$ cat config.mk
export PLATFORM = sky130hd
export DESIGN_NAME = gpio_lock_ctrl
export DESIGN_NICKNAME = d
export VERILOG_FILES = /design/src/rtl/gpio_lock_pkg.sv /design/src/rtl/gpio_lock_sync.sv /design/src/rtl/gpio_lock_irq.sv /design/src/rtl/gpio_lock_regs.sv /design/src/rtl/gpio_pin_mux.sv /design/src/rtl/gpio_lock_ctrl.sv
export SDC_FILE = /design/constraint.sdc
export NUM_CORES = 1
export LEC_CHECK = 0
export ABC_AREA = 1
export BUFFER_PORTS_ARGS = -buffer_cell sky130_fd_sc_hd__buf_2
export CAP_MARGIN = 20
export CORE_UTILIZATION = 32
export DETAILED_ROUTE_END_ITERATION = 12
export GPL_ROUTABILITY_DRIVEN = 0
export PLACE_DENSITY_LB_ADDON = 0.25
export REMOVE_ABC_BUFFERS = 1
export SLEW_MARGIN = 20
export SYNTH_ARGS = -nofsm -noshare
export SYNTH_HDL_FRONTEND = slang
export SYNTH_HIERARCHICAL = 1
export SYNTH_SLANG_ARGS = --single-unit
$ cat constraint.sdc
create_clock -name clk -period 1.2 [get_ports clk]
set_input_delay 0.12 -clock clk [delete_from_list [all_inputs] [get_ports clk]]
set_output_delay 0.12 -clock clk [all_outputs]
set_load 0.005 [all_outputs]
$ cat src/rtl/gpio_lock_pkg.sv
package gpio_lock_pkg;
  localparam int SEL_W = 4;
  localparam logic [SEL_W-1:0] SEL_LOW  = 4'b0010;
  localparam logic [SEL_W-1:0] SEL_HIGH = 4'b0011;
  localparam logic [SEL_W-1:0] SEL_LOCK = 4'b0100;

  typedef struct packed {
    logic             pd;
    logic             pu;
    logic [SEL_W-1:0] sel;
  } pin_cfg_t;

  typedef struct packed {
    logic irq_en;
    logic lock_pol;
    logic tris_all;
    logic aif_claim;
    logic pin1_en;
  } ctrl_t;

  localparam int CFG_W  = $bits(pin_cfg_t);
  localparam int CTRL_W = $bits(ctrl_t);

  function automatic logic sel_known(input logic [SEL_W-1:0] s);
    return (s == SEL_LOW) || (s == SEL_HIGH) || (s == SEL_LOCK);
  endfunction

  function automatic logic sel_level(input logic [SEL_W-1:0] s, input logic lock);
    case (s)
      SEL_HIGH: return 1'b1;
      SEL_LOCK: return lock;
      default:  return 1'b0;
    endcase
  endfunction

  function automatic logic pin_permitted(input int idx, input int aif_lo, input int aif_hi,
                                         input ctrl_t c, input pin_cfg_t p);
    logic ok;
    ok = !c.tris_all && !p.pu && !p.pd;
    if (idx == 0) ok = ok && c.pin1_en;
    if (idx >= aif_lo && idx <= aif_hi) ok = ok && !c.aif_claim;
    return ok;
  endfunction
endpackage

$ cat src/rtl/gpio_lock_sync.sv
module gpio_lock_sync #(
  parameter int STAGES = 2
) (
  input  logic clk,
  input  logic rst_n,
  input  logic d_async,
  output logic q_sync
);
  logic [STAGES-1:0] chain;

  always_ff @(posedge clk or negedge rst_n) begin
    if (!rst_n) chain <= '0;
    else        chain <= {chain[STAGES-2:0], d_async};
  end

  assign q_sync = chain[STAGES-1];
endmodule

$ cat src/rtl/gpio_lock_irq.sv
module gpio_lock_irq (
  input  logic clk,
  input  logic rst_n,
  input  logic lock_sync,
  input  logic lock_pol,
  input  logic irq_en,
  input  logic flag_clr,
  output logic lock_adj,
  output logic lock_rise,
  output logic irq_flag,
  output logic irq
);
  logic adj_q;

  assign lock_adj  = lock_sync ^ lock_pol;
  assign lock_rise = lock_adj & ~adj_q;

  always_ff @(posedge clk or negedge rst_n) begin
    if (!rst_n) begin
      adj_q    <= 1'b0;
      irq_flag <= 1'b0;
    end else begin
      adj_q <= lock_adj;
      if (lock_rise)     irq_flag <= 1'b1;
      else if (flag_clr) irq_flag <= 1'b0;
    end
  end

  assign irq = irq_flag & irq_en;
endmodule

$ cat src/rtl/gpio_lock_regs.sv
module gpio_lock_regs
  import gpio_lock_pkg::*;
#(
  parameter int N         = 5,
  parameter int AW        = 3,
  parameter int DW        = 8,
  parameter int STAT_ADDR = 7
) (
  input  logic                 clk,
  input  logic                 rst_n,
  input  logic                 wr_en,
  input  logic [AW-1:0]        wr_addr,
  input  logic [DW-1:0]        wr_data,
  input  logic [AW-1:0]        rd_addr,
  input  logic [1:0]           status,
  output logic [DW-1:0]        rd_data,
  output ctrl_t                ctrl,
  output pin_cfg_t [N-1:0]     cfg,
  output logic                 flag_clr
);
  localparam logic [AW-1:0] CTRL_A = '0;
  localparam logic [AW-1:0] STAT_A = AW'(STAT_ADDR);

  always_ff @(posedge clk or negedge rst_n) begin
    if (!rst_n) begin
      ctrl <= '0;
      cfg  <= '0;
    end else if (wr_en) begin
      if (wr_addr == CTRL_A) ctrl <= ctrl_t'(wr_data[CTRL_W-1:0]);
      for (int i = 0; i < N; i++)
        if (wr_addr == AW'(i + 1)) cfg[i] <= pin_cfg_t'(wr_data[CFG_W-1:0]);
    end
  end

  assign flag_clr = wr_en && (wr_addr == STAT_A) && wr_data[0];

  always_comb begin
    rd_data = '0;
    if (rd_addr == CTRL_A) rd_data = DW'(ctrl);
    if (rd_addr == STAT_A) rd_data = DW'(status);
    for (int i = 0; i < N; i++)
      if (rd_addr == AW'(i + 1)) rd_data = DW'(cfg[i]);
  end
endmodule

$ cat src/rtl/gpio_pin_mux.sv
module gpio_pin_mux
  import gpio_lock_pkg::*;
#(
  parameter int PIN_IDX = 0,
  parameter int AIF_LO  = 2,
  parameter int AIF_HI  = 4
) (
  input  ctrl_t    ctrl,
  input  pin_cfg_t cfg,
  input  logic     lock_sync,
  output logic     out,
  output logic     oe,
  output logic     pu,
  output logic     pd
);
  logic drive;

  assign drive = sel_known(cfg.sel) && pin_permitted(PIN_IDX, AIF_LO, AIF_HI, ctrl, cfg);
  assign oe    = drive;
  assign out   = drive && sel_level(cfg.sel, lock_sync);
  assign pu    = cfg.pu;
  assign pd    = cfg.pd;
endmodule

$ cat src/rtl/gpio_lock_ctrl.sv
module gpio_lock_ctrl
  import gpio_lock_pkg::*;
#(
  parameter int N         = 5,
  parameter int AW        = 3,
  parameter int DW        = 8,
  parameter int STAT_ADDR = 7,
  parameter int SYNC_STG  = 2,
  parameter int AIF_LO    = 2,
  parameter int AIF_HI    = 4
) (
  input  logic          clk,
  input  logic          rst_n,
  input  logic          wr_en,
  input  logic [AW-1:0] wr_addr,
  input  logic [DW-1:0] wr_data,
  input  logic [AW-1:0] rd_addr,
  output logic [DW-1:0] rd_data,
  input  logic          pll_lock_async,
  output logic [N-1:0]  pin_out,
  output logic [N-1:0]  pin_oe,
  output logic [N-1:0]  pin_pu,
  output logic [N-1:0]  pin_pd,
  output logic          irq
);
  ctrl_t            ctrl;
  pin_cfg_t [N-1:0] cfg;
  logic             lock_sync;
  logic             lock_adj;
  logic             lock_rise;
  logic             irq_flag;
  logic             flag_clr;
  logic             tris_all;
  logic             irq_en;

  assign tris_all = ctrl.tris_all;
  assign irq_en   = ctrl.irq_en;

  gpio_lock_sync #(.STAGES(SYNC_STG)) u_sync (
    .clk(clk), .rst_n(rst_n), .d_async(pll_lock_async), .q_sync(lock_sync)
  );

  gpio_lock_regs #(.N(N), .AW(AW), .DW(DW), .STAT_ADDR(STAT_ADDR)) u_regs (
    .clk(clk), .rst_n(rst_n), .wr_en(wr_en), .wr_addr(wr_addr), .wr_data(wr_data),
    .rd_addr(rd_addr), .status({lock_adj, irq_flag}), .rd_data(rd_data),
    .ctrl(ctrl), .cfg(cfg), .flag_clr(flag_clr)
  );

  gpio_lock_irq u_irq (
    .clk(clk), .rst_n(rst_n), .lock_sync(lock_sync), .lock_pol(ctrl.lock_pol),
    .irq_en(irq_en), .flag_clr(flag_clr), .lock_adj(lock_adj),
    .lock_rise(lock_rise), .irq_flag(irq_flag), .irq(irq)
  );

  for (genvar i = 0; i < N; i++) begin : g_pin
    gpio_pin_mux #(.PIN_IDX(i), .AIF_LO(AIF_LO), .AIF_HI(AIF_HI)) u_mux (
      .ctrl(ctrl), .cfg(cfg[i]), .lock_sync(lock_sync),
      .out(pin_out[i]), .oe(pin_oe[i]), .pu(pin_pu[i]), .pd(pin_pd[i])
    );
  end
endmodule

Word-level counts from Yosys, hierarchy flattened
Cells that the tools add are included.
Word-level totals
  register bits after elaboration: 39
  output and inout port bits: 29
Cells by class
  eq/ne operators: 27
  mux-type cells: 14
  bitwise logic cells: 4
  reductions and logical operators: 57
Operators with widths (number)
  equality test 4 x 2 -> 1 bit (second input constant): 10
  two-way mux 6 bit: 5
  logical AND 1 bit: 26
  equality test 4 x 3 -> 1 bit (second input constant): 5
  equality test 3 bit (second input constant): 6
  equality test 3 x 2 -> 1 bit (second input constant): 4
  logical NOT 1 bit: 12
  AND reduction 2 bit: 6
  logical OR 1 bit: 10
  two-way mux 5 bit: 2
  case mux 1 bit (2 select lines): 5
  equality test 3 x 1 -> 1 bit (second input constant): 2
  logical NOT 3 bit: 2
  bitwise AND 1 bit: 2
  two-way mux 1 bit: 2
  nonzero test 2 bit: 1
  inverter 1 bit: 1
  XOR 1 bit: 1

Logic depth before layout (Yosys ltp)
  depth in word-level cells: 8
  depth in mapped cells: 8
  mapped depth without buffers: 8

Modules after synthesis
Netlist, hierarchy kept.
Modules (own cells, without submodules)
  gpio_lock_regs: times used 1, cells each 210, area each 1644.1 µm², seq. area each 875.8 µm²
  gpio_pin_mux (g_pin[0].u_mux ...): times used 4, cells each 19, area each 97.6 µm², seq. area each 0.0 µm²
  gpio_lock_irq: times used 1, cells each 17, area each 112.6 µm², seq. area each 50.0 µm²
  gpio_pin_mux (g_pin[1].u_mux): times used 1, cells each 17, area each 95.1 µm², seq. area each 0.0 µm²
  gpio_lock_sync: times used 1, cells each 2, area each 50.0 µm², seq. area each 50.0 µm²

Least setup slack after synthesis
Ideal clock, no wire load.
  kind: input to output
  from: in rd_addr[0]
  to: out rd_data[2]
  arrival time: 912 ps
  data required time: 1080 ps
  setup slack: 168 ps
  stages on the path: 5
  path buffers: 1
  cells stage by stage: buf_4 inv_1 nor3_1 nand2_1 nand4_1
On the way
  longest elaborated chain between the ends: 8
  elaborated cells between the ends (all ways): 14
RTL lines
  start: declaration: RTL line gpio_lock_ctrl.sv:17  | input logic [AW-1:0] rd_addr,
  logical NOT 3 bit: RTL line gpio_lock_regs.sv:39  | if (rd_addr == CTRL_A) rd_data = DW'(ctrl);
  two-way mux 5 bit: RTL line gpio_lock_regs.sv:39
  two-way mux 5 bit: RTL line gpio_lock_regs.sv:40  | if (rd_addr == STAT_A) rd_data = DW'(status);
  two-way mux 6 bit (4 in a row): RTL line gpio_lock_regs.sv:42  | if (rd_addr == AW'(i + 1)) rd_data = DW'(cfg[i]);
  two-way mux 6 bit *: RTL line gpio_lock_regs.sv:42
  end: declaration: RTL line gpio_lock_ctrl.sv:18  | output logic [DW-1:0] rd_data,
Mark *: on every way between the ends. The rest lies on a longest branch, timed or not.

Final worst setup path
  from: reg u_sync.chain[1]
  to: out rd_data[1]
On the way
  longest elaborated chain between the ends: 7
RTL lines
  start: declaration: RTL line gpio_lock_sync.sv:9  | logic [STAGES-1:0] chain;
  start signal: assignment: RTL line gpio_lock_sync.sv:13  | else chain <= {chain[STAGES-2:0], d_async};
  XOR 1 bit: RTL line gpio_lock_irq.sv:15  | assign lock_adj = lock_sync ^ lock_pol;
  net lock_adj: RTL line gpio_lock_ctrl.sv:29  | logic lock_adj;
  two-way mux 5 bit: RTL line gpio_lock_regs.sv:40
  two-way mux 6 bit (5 in a row): RTL line gpio_lock_regs.sv:42
The timed path passes the listed nets, and every way through them passes these cells.

==> key figures <==
Status
  – Status: complete, but fails checks
  – Failing checks: negative setup slack

Cells and area
  – Multi-input logic area: 1139 µm²
  – Synth-to-Final Area Change: 32.48%
  – Fillers: 684
  – Antenna diodes: 0
  – Fin nets: 408
  – Reg area: 983.4 µm²
  – Layout cell share with drive strength beyond 1: 0.3478
  – Final Instance Area: 3032 µm²

STA
  – Hold slack: 0.2238 ns
  – Setup tns final: -3.232 ns
  – Fin Clk Skew: 0.005616 ns
  – Slew Limit Fails: 0
  – RSZ-0062 raised after global routing: true
  – Crit share post-route: 1.218
  – Final Hold Viols: 0
  – Fmax: 684.4 MHz
  – Final min period: 1.461 ns
  – Setup ws final: -0.2611 ns
  – Setup violators final: 16

GRT
  – Number of antenna violations at the first check in global routing: 0
  – Global-route wire length before repair: 10,110 µm
  – Total gr overflow: 0
  – All-layer global routing usage: 0.1802
  – Vias in the first global route: 1,981
  – Largest net degree at the start of global routing: 24

Synth
  – Cells after synthesis: 321
  – Ys Warns: 6
  – Cell area after synthesis: 2288 µm²
  – Syn Area/Cell: 7.129 µm²

Detailed routing
  – Via density: 4.651
  – Max Used Layer: met4
  – Antenna Nets Post-Route: 0
  – Routed len/inst: 13.64 µm
  – DRC Markers: 0
  – Vias: 2,265
  – Drt initial violations: 210
  – 1st-pass router iterations: 5
  – Routed wl met3: 372 µm
  – M1 WL: 3082 µm
  – Routed WL: 6641 µm
  – Met2 routed WL: 3012 µm

Placement
  – Post-DP Area: 2698 µm²
  – Dpl ws: -0.02242 ns
  – HPWL Detailed: 4717 µm
  – I/O Buffers: 42

Floorplanning
  – Row Count: 30
  – Die area: 7494 µm²
  – Die height: 86.57 µm
  – Initial Util: 0.3332
  – IO Pins: 47
  – Core area: 6869 µm²
  – Die width: 86.57 µm

Worst setup path
  – Crit-path max FO: 4
  – Required @ worst endpoint: 1.08 ns
  – Crit path arrival time: 1.34 ns
  – Kind of critical path: reg2out
  – Crit path launch type: flop
  – Endpoint class of the critical path: output pin

Pwr
  – Pleak: 1.593 nW
  – Pwr Total: 4.081 mW
  – Worst vdd ir: 0.0006113 V
  – Power per Cell Area: 1346 nW/µm²

Clocking
  – Clock sink count: 39
  – Clk Latency, worst-skew pair: 0.30 ns
  – TritonCTS clock tree: done
  – Clk slew on worst S/H paths: 0.08 ns
  – Longest Clk Path Bufs: 2
  – Total CTS buffers: 5
  – Root Buffer: clkbuf_8
  – CTS HTree Levels: 2

Hold path
  – Worst Hold Class: in2reg

Run
  – Max cap viols: 0
-- area by class of cell --
type | count | share of cell area
flip-flops and latches | 39 | 0.3244
multi-input cells | 224 | 0.3756
repair buffers | 80 | 0.1841
clock inverters | 1 | 0.001651
clock buffers | 7 | 0.02518
well taps | 96 | 0.03962
inverters | 40 | 0.04953
-- critical path: stages (launching register included) --
cell,delay [ns]
dfrtp_2,0.45
inv_2,0.06
nand2_1,0.04
nand2_1,0.07
nand4_1,0.09
nand4_1,0.10
nand2_1,0.08
nand3_2,0.06
buf_2,0.11
-- cell usage in the layout, fill, tap and decap left out --
cell type	count
nand2_2	4
o21ai_1	2
and2_4	3
nor3_2	1
nor3_1	2
nand2_4	3
conb_1	2
dlygate4sd3_1	2
nand3_2	4
nand4_1	9
dfrtp_2	6
inv_2	9
nand3_1	21
nand2_1	87
clkbuf_1	2
inv_1	31
nor3_4	1
nor2_2	14
or2_0	1
buf_4	31
dfrtp_1	33
buf_12	3
clkinv_2	1
nor2_1	23
o21ai_0	35
buf_6	4
clkbuf_8	5
nor2_4	7
buf_2	40
nand3b_1	5
-- stage by stage --
step / util / instances
2_1_floorplan: - / 303
6_report: 0.4413 / 487
3_5_place_dp: 0.3927 / 463
5_1_grt: 0.4413 / 487
4_1_cts: 0.4189 / 481
3_3_place_gp: 0.3927 / 463
-- sequential cells by signal, indices dropped and copies added, names as in the netlist --
| name | count |
|---|---|
| u_irq/adj_q | 1 |
| u_irq/irq_flag | 1 |
| u_regs/cfg | 30 |
| u_regs/ctrl | 5 |
| u_sync/chain | 2 |
-- power breakdown --
group	total, mW	leakage [nW]	internal (mW)	switching (mW)
sequential	1.86	0.477	1.55	0.305
combinational	1.33	1.07	0.653	0.679
clock	0.891	0.0422	0.409	0.482
total	4.08	1.59	2.61	1.47
-- worst paths after layout --
| check | slack [ns] | cells past startpoint | endpoint | start |
|---|---|---|---|---|
| worst max register to register | 0.23 | 5 | u_irq/irq_flag | u_sync/chain[1] |
| min in group asynchronous | 0.28 | 2 | u_regs/cfg[5] | rst_n |
| worst min-delay path | 0.22 | 3 | u_regs/cfg[8] | wr_data[2] |
| worst min register to register | 0.36 | 0 | u_sync/chain[1] | u_sync/chain[0] |
| max in group asynchronous | 0.44 | 3 | u_regs/cfg[9] | rst_n |
| worst max-delay path | -0.26 | 8 | rd_data[1] | u_sync/chain[1] |
-- layer usage --
layer,vias up,global-route usage
met5,-,0
met4,0,0.06515
met3,16,0.03619
met2,85,0.2756
met1,1029,0.2532
li1,1135,-
-- what timing repair did --
action | CTS | global route
cloned | 0 | 0
endpoints found under the hold margin | 17 | 0
endpoints found under the setup margin | 16 | 16
pin swaps | 22 | 17
setup buffers | 8 | 6
resized for setup | 8 | 39
hold buffers | 2 | 0
(Power assumes the default switching activity.)
